**src/rtl/wdma_pkg.sv**
```systemverilog
package wdma_pkg;

    localparam int WORD_BYTES = 4;

    localparam logic [2:0] SEL_SRC   = 3'd0;
    localparam logic [2:0] SEL_DST   = 3'd1;
    localparam logic [2:0] SEL_TOTAL = 3'd2;
    localparam logic [2:0] SEL_BLOCK = 3'd3;
    localparam logic [2:0] SEL_FILL  = 3'd4;
    localparam logic [2:0] SEL_CTRL  = 3'd5;

    localparam int CB_EN      = 31;
    localparam int CB_IRQ     = 30;
    localparam int CB_RPT     = 29;
    localparam int CB_SRC_RLD = 15;
    localparam int CB_DST_RLD = 12;

    localparam logic [4:0] MODE_IMM = 5'h10;

    typedef enum logic [1:0] {
        STEP_UP   = 2'd0,
        STEP_DOWN = 2'd1,
        STEP_HOLD = 2'd2,
        STEP_FILL = 2'd3
    } step_e;

    typedef enum logic [1:0] {
        ST_IDLE  = 2'd0,
        ST_READ  = 2'd1,
        ST_WRITE = 2'd2,
        ST_CLOSE = 2'd3
    } state_e;

    typedef struct packed {
        logic       en;
        logic       irq_en;
        logic       rpt;
        logic [4:0] mode;
        logic       src_rld;
        step_e      src_step;
        logic       dst_rld;
        step_e      dst_step;
    } ctrl_t;

    function automatic ctrl_t decode_ctrl(input logic [31:0] w);
        ctrl_t c;
        c.en       = w[CB_EN];
        c.irq_en   = w[CB_IRQ];
        c.rpt      = w[CB_RPT];
        c.mode     = (w[28:24] > MODE_IMM) ? MODE_IMM : w[28:24];
        c.src_rld  = w[CB_SRC_RLD];
        c.src_step = step_e'(w[14:13]);
        c.dst_rld  = w[CB_DST_RLD];
        c.dst_step = (w[11:10] == 2'd3) ? STEP_UP : step_e'(w[11:10]);
        return c;
    endfunction

endpackage

```
**src/rtl/wdma_regs.sv**
```systemverilog
module wdma_regs
    import wdma_pkg::*;
#(
    parameter int AW = 32,
    parameter int TW = 32,
    parameter int BW = 24
) (
    input  logic          clk,
    input  logic          rst,
    input  logic          wr_en,
    input  logic [2:0]    wr_sel,
    input  logic [31:0]   wr_data,
    input  logic [2:0]    rd_sel,
    output logic [31:0]   rd_data,
    input  logic          self_clear,
    output logic [AW-1:0] src_base,
    output logic [AW-1:0] dst_base,
    output logic [TW-1:0] total,
    output logic [BW-1:0] blk_len,
    output logic [31:0]   fill_word,
    output logic [31:0]   ctrl_word,
    output logic          en_rise
);

    logic ctrl_hit;
    assign ctrl_hit = wr_en && (wr_sel == SEL_CTRL);
    assign en_rise  = ctrl_hit && !ctrl_word[CB_EN] && wr_data[CB_EN];

    always_ff @(posedge clk) begin
        if (rst) begin
            src_base  <= '0;
            dst_base  <= '0;
            total     <= '0;
            blk_len   <= '0;
            fill_word <= '0;
            ctrl_word <= '0;
        end else begin
            if (wr_en && wr_sel == SEL_SRC)   src_base  <= wr_data[AW-1:0];
            if (wr_en && wr_sel == SEL_DST)   dst_base  <= wr_data[AW-1:0];
            if (wr_en && wr_sel == SEL_TOTAL) total     <= wr_data[TW-1:0];
            if (wr_en && wr_sel == SEL_BLOCK) blk_len   <= wr_data[BW-1:0];
            if (wr_en && wr_sel == SEL_FILL)  fill_word <= wr_data;
            if (ctrl_hit) begin
                ctrl_word <= wr_data;
                if (self_clear) ctrl_word[CB_EN] <= 1'b0;
            end else if (self_clear) begin
                ctrl_word[CB_EN] <= 1'b0;
            end
        end
    end

    always_comb begin
        rd_data = '0;
        case (rd_sel)
            SEL_SRC:   rd_data[AW-1:0] = src_base;
            SEL_DST:   rd_data[AW-1:0] = dst_base;
            SEL_TOTAL: rd_data[TW-1:0] = total;
            SEL_BLOCK: rd_data[BW-1:0] = blk_len;
            SEL_FILL:  rd_data         = fill_word;
            SEL_CTRL:  rd_data         = ctrl_word;
            default:   rd_data         = '0;
        endcase
    end

endmodule

```
**src/rtl/wdma_addr_reg.sv**
```systemverilog
module wdma_addr_reg
    import wdma_pkg::*;
#(
    parameter int AW = 32
) (
    input  logic          clk,
    input  logic          rst,
    input  logic          load,
    input  logic          reload,
    input  logic [AW-1:0] base,
    input  step_e         step,
    input  logic          adv,
    output logic [AW-1:0] cur
);

    localparam logic [AW-1:0] STRIDE = AW'(WORD_BYTES);

    always_ff @(posedge clk) begin
        if (rst) begin
            cur <= '0;
        end else if (load || reload) begin
            cur <= base;
        end else if (adv) begin
            case (step)
                STEP_UP:   cur <= cur + STRIDE;
                STEP_DOWN: cur <= cur - STRIDE;
                default:   cur <= cur;
            endcase
        end
    end

endmodule

```
**src/rtl/wdma_counts.sv**
```systemverilog
module wdma_counts #(
    parameter int TW = 32,
    parameter int BW = 24
) (
    input  logic          clk,
    input  logic          rst,
    input  logic          load_total,
    input  logic [TW-1:0] total_in,
    input  logic [BW-1:0] blk_len,
    input  logic          limit_en,
    input  logic          blk_start,
    input  logic          word_done,
    output logic          blk_empty,
    output logic          blk_last,
    output logic          tot_zero
);

    localparam int CW = (TW > BW + 1) ? TW : BW + 1;
    localparam logic [CW-1:0] ONE      = CW'(1);
    localparam logic [CW-1:0] FULL_BLK = ONE << BW;

    logic [CW-1:0] blk_rem;
    logic [CW-1:0] tot_rem;
    logic [CW-1:0] blk_full;
    logic [CW-1:0] blk_eff;

    always_comb begin
        blk_full = (blk_len == '0) ? FULL_BLK : CW'(blk_len);
        blk_eff  = (limit_en && (blk_full > tot_rem)) ? tot_rem : blk_full;
    end

    always_ff @(posedge clk) begin
        if (rst) begin
            tot_rem <= '0;
            blk_rem <= '0;
        end else begin
            if (load_total)     tot_rem <= CW'(total_in);
            else if (word_done) tot_rem <= tot_rem - ONE;

            if (blk_start)      blk_rem <= blk_eff;
            else if (word_done) blk_rem <= blk_rem - ONE;
        end
    end

    assign blk_empty = (blk_eff == '0);
    assign blk_last  = (blk_rem == ONE);
    assign tot_zero  = (tot_rem == '0);

endmodule

```
**src/rtl/wdma_seq.sv**
```systemverilog
module wdma_seq
    import wdma_pkg::*;
#(
    parameter int AW = 32
) (
    input  logic          clk,
    input  logic          rst,
    input  logic          go,
    input  logic          fill_mode,
    input  logic          imm,
    input  logic          rpt,
    input  logic          irq_en,
    input  logic          blk_empty,
    input  logic          blk_last,
    input  logic          tot_zero,
    input  logic [AW-1:0] cur_src,
    input  logic [AW-1:0] cur_dst,
    input  logic [31:0]   fill_word,
    input  logic          mem_ready,
    input  logic [31:0]   mem_rdata,
    output logic          mem_valid,
    output logic          mem_write,
    output logic [AW-1:0] mem_addr,
    output logic [31:0]   mem_wdata,
    output logic          blk_start,
    output logic          word_done,
    output logic          self_clear,
    output logic          irq,
    output logic          busy
);

    state_e      st_q, st_d;
    logic [31:0] data_q;
    logic        irq_q;

    always_comb begin
        st_d       = st_q;
        mem_valid  = 1'b0;
        mem_write  = 1'b0;
        mem_addr   = '0;
        mem_wdata  = '0;
        blk_start  = 1'b0;
        word_done  = 1'b0;
        self_clear = 1'b0;
        case (st_q)
            ST_IDLE: begin
                if (go) begin
                    blk_start = 1'b1;
                    if (blk_empty)      st_d = ST_CLOSE;
                    else if (fill_mode) st_d = ST_WRITE;
                    else                st_d = ST_READ;
                end
            end
            ST_READ: begin
                mem_valid = 1'b1;
                mem_addr  = cur_src;
                if (mem_ready) st_d = ST_WRITE;
            end
            ST_WRITE: begin
                mem_valid = 1'b1;
                mem_write = 1'b1;
                mem_addr  = cur_dst;
                mem_wdata = fill_mode ? fill_word : data_q;
                if (mem_ready) begin
                    word_done = 1'b1;
                    if (blk_last)       st_d = ST_CLOSE;
                    else if (fill_mode) st_d = ST_WRITE;
                    else                st_d = ST_READ;
                end
            end
            ST_CLOSE: begin
                self_clear = imm || (!rpt && tot_zero);
                st_d       = ST_IDLE;
            end
            default: st_d = ST_IDLE;
        endcase
    end

    always_ff @(posedge clk) begin
        if (rst) begin
            st_q   <= ST_IDLE;
            data_q <= '0;
            irq_q  <= 1'b0;
        end else begin
            st_q  <= st_d;
            irq_q <= self_clear && irq_en;
            if (st_q == ST_READ && mem_ready) data_q <= mem_rdata;
        end
    end

    assign irq  = irq_q;
    assign busy = (st_q != ST_IDLE);

endmodule

```
**src/rtl/word_dma_chan.sv**
```systemverilog
module word_dma_chan
    import wdma_pkg::*;
#(
    parameter int AW = 32,
    parameter int TW = 32,
    parameter int BLK_W = 24
) (
    input  logic          clk,
    input  logic          rst,
    input  logic          reg_we,
    input  logic [2:0]    reg_wsel,
    input  logic [31:0]   reg_wdata,
    input  logic [2:0]    reg_rsel,
    output logic [31:0]   reg_rdata,
    input  logic [15:0]   trig_in,
    output logic          mem_valid,
    output logic          mem_write,
    output logic [AW-1:0] mem_addr,
    output logic [31:0]   mem_wdata,
    input  logic          mem_ready,
    input  logic [31:0]   mem_rdata,
    output logic          busy,
    output logic          irq
);

    localparam int NPTR = 2;

    logic [AW-1:0]    src_base, dst_base;
    logic [TW-1:0]    total;
    logic [BLK_W-1:0] blk_len;
    logic [31:0]      fill_word, ctrl_word;
    logic             en_rise, self_clear;
    logic             blk_start, word_done;
    logic             blk_empty, blk_last, tot_zero;
    ctrl_t            cfg;
    logic             fill_mode, imm, limit_en, go;

    logic [AW-1:0] ptr_base [NPTR];
    logic [AW-1:0] ptr_cur  [NPTR];
    step_e         ptr_step [NPTR];
    logic          ptr_rld  [NPTR];
    logic          ptr_adv  [NPTR];

    wdma_regs #(.AW(AW), .TW(TW), .BW(BLK_W)) u_regs (
        .clk(clk), .rst(rst),
        .wr_en(reg_we), .wr_sel(reg_wsel), .wr_data(reg_wdata),
        .rd_sel(reg_rsel), .rd_data(reg_rdata),
        .self_clear(self_clear),
        .src_base(src_base), .dst_base(dst_base), .total(total),
        .blk_len(blk_len), .fill_word(fill_word), .ctrl_word(ctrl_word),
        .en_rise(en_rise)
    );

    always_comb begin
        cfg       = decode_ctrl(ctrl_word);
        fill_mode = (cfg.src_step == STEP_FILL);
        imm       = (cfg.mode == MODE_IMM);
        limit_en  = !imm && !cfg.rpt;
        go        = cfg.en && (imm || trig_in[cfg.mode[3:0]]);

        ptr_base[0] = src_base;
        ptr_step[0] = fill_mode ? STEP_HOLD : cfg.src_step;
        ptr_rld[0]  = blk_start && cfg.src_rld;
        ptr_adv[0]  = word_done && !fill_mode;

        ptr_base[1] = dst_base;
        ptr_step[1] = cfg.dst_step;
        ptr_rld[1]  = blk_start && cfg.dst_rld;
        ptr_adv[1]  = word_done;
    end

    for (genvar g = 0; g < NPTR; g++) begin : g_ptr
        wdma_addr_reg #(.AW(AW)) u_ptr (
            .clk(clk), .rst(rst),
            .load(en_rise), .reload(ptr_rld[g]),
            .base(ptr_base[g]), .step(ptr_step[g]),
            .adv(ptr_adv[g]), .cur(ptr_cur[g])
        );
    end

    wdma_counts #(.TW(TW), .BW(BLK_W)) u_cnt (
        .clk(clk), .rst(rst),
        .load_total(en_rise), .total_in(total),
        .blk_len(blk_len), .limit_en(limit_en),
        .blk_start(blk_start), .word_done(word_done),
        .blk_empty(blk_empty), .blk_last(blk_last), .tot_zero(tot_zero)
    );

    wdma_seq #(.AW(AW)) u_seq (
        .clk(clk), .rst(rst),
        .go(go), .fill_mode(fill_mode), .imm(imm), .rpt(cfg.rpt),
        .irq_en(cfg.irq_en),
        .blk_empty(blk_empty), .blk_last(blk_last), .tot_zero(tot_zero),
        .cur_src(ptr_cur[0]), .cur_dst(ptr_cur[1]), .fill_word(fill_word),
        .mem_ready(mem_ready), .mem_rdata(mem_rdata),
        .mem_valid(mem_valid), .mem_write(mem_write),
        .mem_addr(mem_addr), .mem_wdata(mem_wdata),
        .blk_start(blk_start), .word_done(word_done),
        .self_clear(self_clear), .irq(irq), .busy(busy)
    );

endmodule

```
**config.mk**
```make
export PLATFORM = sky130hd
export DESIGN_NAME = word_dma_chan
export DESIGN_NICKNAME = d
export VERILOG_FILES = /design/src/rtl/wdma_pkg.sv /design/src/rtl/wdma_regs.sv /design/src/rtl/wdma_addr_reg.sv /design/src/rtl/wdma_counts.sv /design/src/rtl/wdma_seq.sv /design/src/rtl/word_dma_chan.sv
export SDC_FILE = /design/constraint.sdc
export NUM_CORES = 1
export LEC_CHECK = 0
export ABC_AREA = 1
export BUFFER_PORTS_ARGS = -buffer_cell sky130_fd_sc_hd__buf_2
export CAP_MARGIN = 0
export CORE_ASPECT_RATIO = 0.8
export CORE_UTILIZATION = 40
export DETAILED_ROUTE_END_ITERATION = 16
export GPL_ROUTABILITY_DRIVEN = 0
export PLACE_DENSITY = 0.68
export SYNTH_ARGS = -nofsm -noshare
export SYNTH_HDL_FRONTEND = slang
export SYNTH_HIERARCHICAL = 1
export SYNTH_SLANG_ARGS = --single-unit
```
**constraint.sdc**
```tcl
create_clock -name clk -period 7.2 [get_ports clk]
set_input_delay 0.36 -clock clk [delete_from_list [all_inputs] [get_ports clk]]
set_output_delay 0.36 -clock clk [all_outputs]
set_load 0.01 [all_outputs]
```
==> impl_metrics.tcl <==
set metrics [dict create \
    fillers 6342 \
    met1_length_um 41400 \
    finalHoldViolations 0 \
    rsz0062_at_grt "false" \
    reg2reg_slack_ns 2.29 \
    slowest_stage "nand2_1" \
    max-cap-violations 0 \
    syn_area_mm2 0.0242 \
    area_growth_pct 9.98 \
    fp.dieW_um 277 \
    p_leak_nw 12.6 \
    cts_tree "done" \
    cpMostUsedCell "nand2_1" \
    power_switching_mw 2.78 \
    async_flop_share_pct 0 \
    min_period_over_period_pct 68.2 \
    grt_max_degree 113 \
    r2r_end "g_ptr[1].u_ptr/cur[27]$_SDFFE_PP0P_" \
    tns_ns 0 \
    vias 27020 \
    final_cell_area_mm2 0.0266 \
    fin_nets 4232 \
    ys.flop_type "dfxtp_1" \
    layout-drive-gt1-share_pct 11.6 \
    ant_nets 0 \
    crit_start "u_regs/ctrl_word[24]$_SDFFE_PP0P_" \
    cts-hold-fix-buffers 0 \
    min_period_ns 4.91 \
    yosysWarnings 6 \
    required_ns 7.66 \
    yosysSeqAreaShare_pct 28.7 \
    grt_pass1_vias 23892 \
    dr.max_layer_used "met5" \
    swShare_pct 39.8 \
    core_area_mm2 0.0598 \
    synth-seq-cells 347 \
    root_buffer "clkbuf_16" \
    overflow 0 \
    intPower_mw 4.20 \
    dp.cells 4844 \
    power.total_mw 6.98 \
    worst_ep_arrival_time_ns 5.37 \
    route.detailed.drc 0 \
    regArea_mm2 0.00695 \
    synthCells 4078 \
    dpl_cell_area_mm2 0.0252 \
    antenna_found_initial 5 \
    numCtsBuffers 39 \
    path_clk_slew_ns 0.06 \
    clock_path_buffers 3 \
    die_h_um 222 \
    ios 190 \
    routedWlPerCell_um 19.4 \
    max_stage_delay_ns 0.90 \
    crit_fanout 50 \
    synth-edff-count 0 \
    syn-num-nets 4204 \
    rows 80 \
    final_core_util_pct 44.6 \
    start_util_pct 40.5 \
    clock_latency_ns 0.56 \
    irDropWorstVdd_uv 181 \
    setup_viol 0 \
    drt_first_pass_iters 6 \
    startpoint_type "flip-flop" \
    vias_per_cell 5.50 \
    finalNonFillerCells 4916 \
    die_area_mm2 0.0615 \
    cts_num_sinks 347 \
    cts_resized 0 \
    drt_iter0_drc 3630 \
    ctsHtreeMaxLevel 2 \
    cp-end-kind "flip-flop" \
    grt.total_usage_pct 29.9 \
    hpwlAfterDp_um 69400 \
    final_max_slew_viol_count 0 \
    grt_pass1_wl_um 144000 \
    hold_class "input pin to flip-flop" \
    worstPathCellList "nor2_2 -> nand2_2 -> nand2_4 -> nand2_4 -> nand2_1 -> nand3_1 -> nand3_1 -> nand3_1 -> nand3_1 -> nand2_1 -> inv_1 -> nand2_1 -> inv_1 -> buf_4 -> nand2_1 -> inv_1 -> nor2_4 -> nand2_1 -> clkinv_1 -> nand2_1 -> a21oi_2" \
    p_per_area_mw_per_mm2 262 \
    worstRegToRegCells 21 \
    avgSynthCellArea_um2 5.94 \
    relSlewSlack_pct 20.1 \
    met3_length_um 10900 \
    multi_input_area_mm2 0.0142 \
    combPwrFrac_pct 35.7 \
    worst_pin_slew_ns 1.20 \
    portBuffers 189 \
    wl_met2_um 39000 \
    status "completed" \
    power_frac_clock_pct 32.2 \
    ys_types 66 \
    post-cts-setup-buffers 0 \
    worst-setup-path-type "flip-flop to flip-flop" \
    critPathCapture "g_ptr[1].u_ptr/cur[27]$_SDFFE_PP0P_" \
    reg2reg_from "u_regs/ctrl_word[24]$_SDFFE_PP0P_" \
    wl_um 95100 \
    skew_ns 0.0276 \
    seqPwrFrac_pct 32.1 \
    timing.fmax_ghz 0.204 \
]
## final cells by class
| type | instances | area share (%) |
|---|---|---|
| Tap cell | 779 | 3.66 |
| Inverter | 514 | 7.29 |
| Clock inverter | 17 | 1.01 |
| Sequential cell | 347 | 26.1 |
| Multi-Input combinational cell | 2987 | 53.3 |
| Clock buffer | 54 | 4.34 |
| Antenna cell | 1 | 0.00940 |
| Timing Repair Buffer | 217 | 4.35 |
## registers in the layout (all words and copies together) (netlist names)
| signal | cells |
|---|---|
| g_ptr.u_ptr/cur | 64 |
| u_cnt/blk_rem | 32 |
| u_cnt/tot_rem | 32 |
| u_regs/ctrl_word | 32 |
| u_regs/dst_base | 32 |
| u_regs/fill_word | 32 |
| u_regs/src_base | 32 |
| u_regs/total | 32 |
| u_seq/data_q | 32 |
| u_regs/blk_len | 24 |
| u_seq/st_q | 2 |
| u_seq/irq | 1 |
## stage by stage
| stage | setup slack (ns) | hold WS, ns |
|---|---|---|
| 4_1_cts | 2.34 | 0.0602 |
| 6_report | 2.29 | 0.0698 |
| 3_5_place_dp | 2.38 | 0.463 |
| 5_1_grt | 1.81 | 0.0834 |
| 3_3_place_gp | 2.40 | 0.456 |
| 2_1_floorplan | 4.45 | 0.438 |
## cells in the final DEF, fill, tap and decap left out, types with 14 or more instances in the layout
cell type and n:
a21oi_1 132, a21oi_2 17, a31oi_1 40, a41oi_1 34
buf_2 188, buf_4 29, clkbuf_16 41, dfxtp_1 347
ha_1 36, inv_1 473, inv_2 31, nand2_1 960
nand2_2 60, nand3_1 252, nand4_1 106, nor2_1 816
nor2_2 28, nor3_1 15, o211ai_1 14, o21ai_0 297
o21ai_1 15, xor2_1 29
## power by group through the flow
stage          clock [mW]  sequential, mW  combinational, mW
3_5_place_dp            0            2.27               2.42
3_3_place_gp            0            2.27               2.40
5_1_grt              2.33            2.26               2.75
4_1_cts              2.25            2.23               2.43
6_report             2.24            2.24               2.49
2_1_floorplan           0            2.21               1.88
## layer usage
layer	up-vias	track usage, %
li1	13007	-
met1	12302	43.0
met2	1484	43.7
met3	219	5.97
met4	8	11.1
met5	-	1.24
## logic make-up after synthesis
family,count (synthesis),synth area share [%]
and+or+nand+nor,2312,40.7
buffers and inverters,744,12.9
AOI/OAI and AO/OA,597,14.1
DFF,347,28.7
xor gates and xnor gates,42,1.67
adders and majority gates,36,1.86
## critical path: cells and delay by family (launching register included)
kind / cells / cell delay (ns)
AO/OA/AOI/OAI: 1 / 0.16
buffers and inverters: 5 / 1.16
flip-flops: 1 / 0.63
AND/OR/NAND/NOR: 15 / 2.85
## cell usage after synthesis, types with 6 or more instances
master | number | share of area (%)
nand2_1 | 960 | 15
nor2_1 | 823 | 13
inv_1 | 474 | 7.3
dfxtp_1 | 347 | 29
o21ai_0 | 297 | 6.1
nand3_1 | 252 | 5.2
a21oi_1 | 132 | 2.7
clkbuf_1 | 114 | 1.8
nand4_1 | 106 | 2.7
buf_2 | 68 | 1.4
nand2_2 | 60 | 1.5
a31oi_1 | 40 | 1.0
ha_1 | 36 | 1.9
a41oi_1 | 34 | 1.2
inv_2 | 31 | 0.48
xor2_1 | 29 | 1.0
nor2_2 | 25 | 0.65
a21oi_2 | 17 | 0.61
buf_6 | 15 | 0.70
nor3_1 | 15 | 0.31
o21ai_1 | 15 | 0.31
o211ai_1 | 14 | 0.43
buf_4 | 13 | 0.40
buf_1 | 12 | 0.19
nand3_2 | 12 | 0.50
o21bai_1 | 12 | 0.37
or2_2 | 12 | 0.31
xnor2_1 | 11 | 0.40
nor4_1 | 9 | 0.23
nor2_4 | 8 | 0.37
nand3b_1 | 7 | 0.22
clkinv_1 | 6 | 0.093
nand2_4 | 6 | 0.28
## worst min path at each step
| stage | start | end | slack, ns | cells past startpoint |
|---|---|---|---|---|
| 3_3_place_gp | u_seq/data_q[2]$_SDFFE_PP0P_ | u_seq/data_q[2]$_SDFFE_PP0P_ | 0.46 | 2 |
| 6_report | mem_rdata[10] | u_seq/data_q[10]$_SDFFE_PP0P_ | 0.07 | 3 |
| 4_1_cts | mem_rdata[19] | u_seq/data_q[19]$_SDFFE_PP0P_ | 0.06 | 3 |
| 3_5_place_dp | u_regs/ctrl_word[30]$_SDFFE_PP0P_ | u_seq/irq$_SDFF_PP0_ | 0.46 | 2 |
| 2_1_floorplan | u_regs/ctrl_word[30]$_SDFFE_PP0P_ | u_seq/irq$_SDFF_PP0_ | 0.44 | 2 |
| 5_1_grt | mem_rdata[0] | u_seq/data_q[0]$_SDFFE_PP0P_ | 0.08 | 3 |
Power figures use the tool's default switching activity.
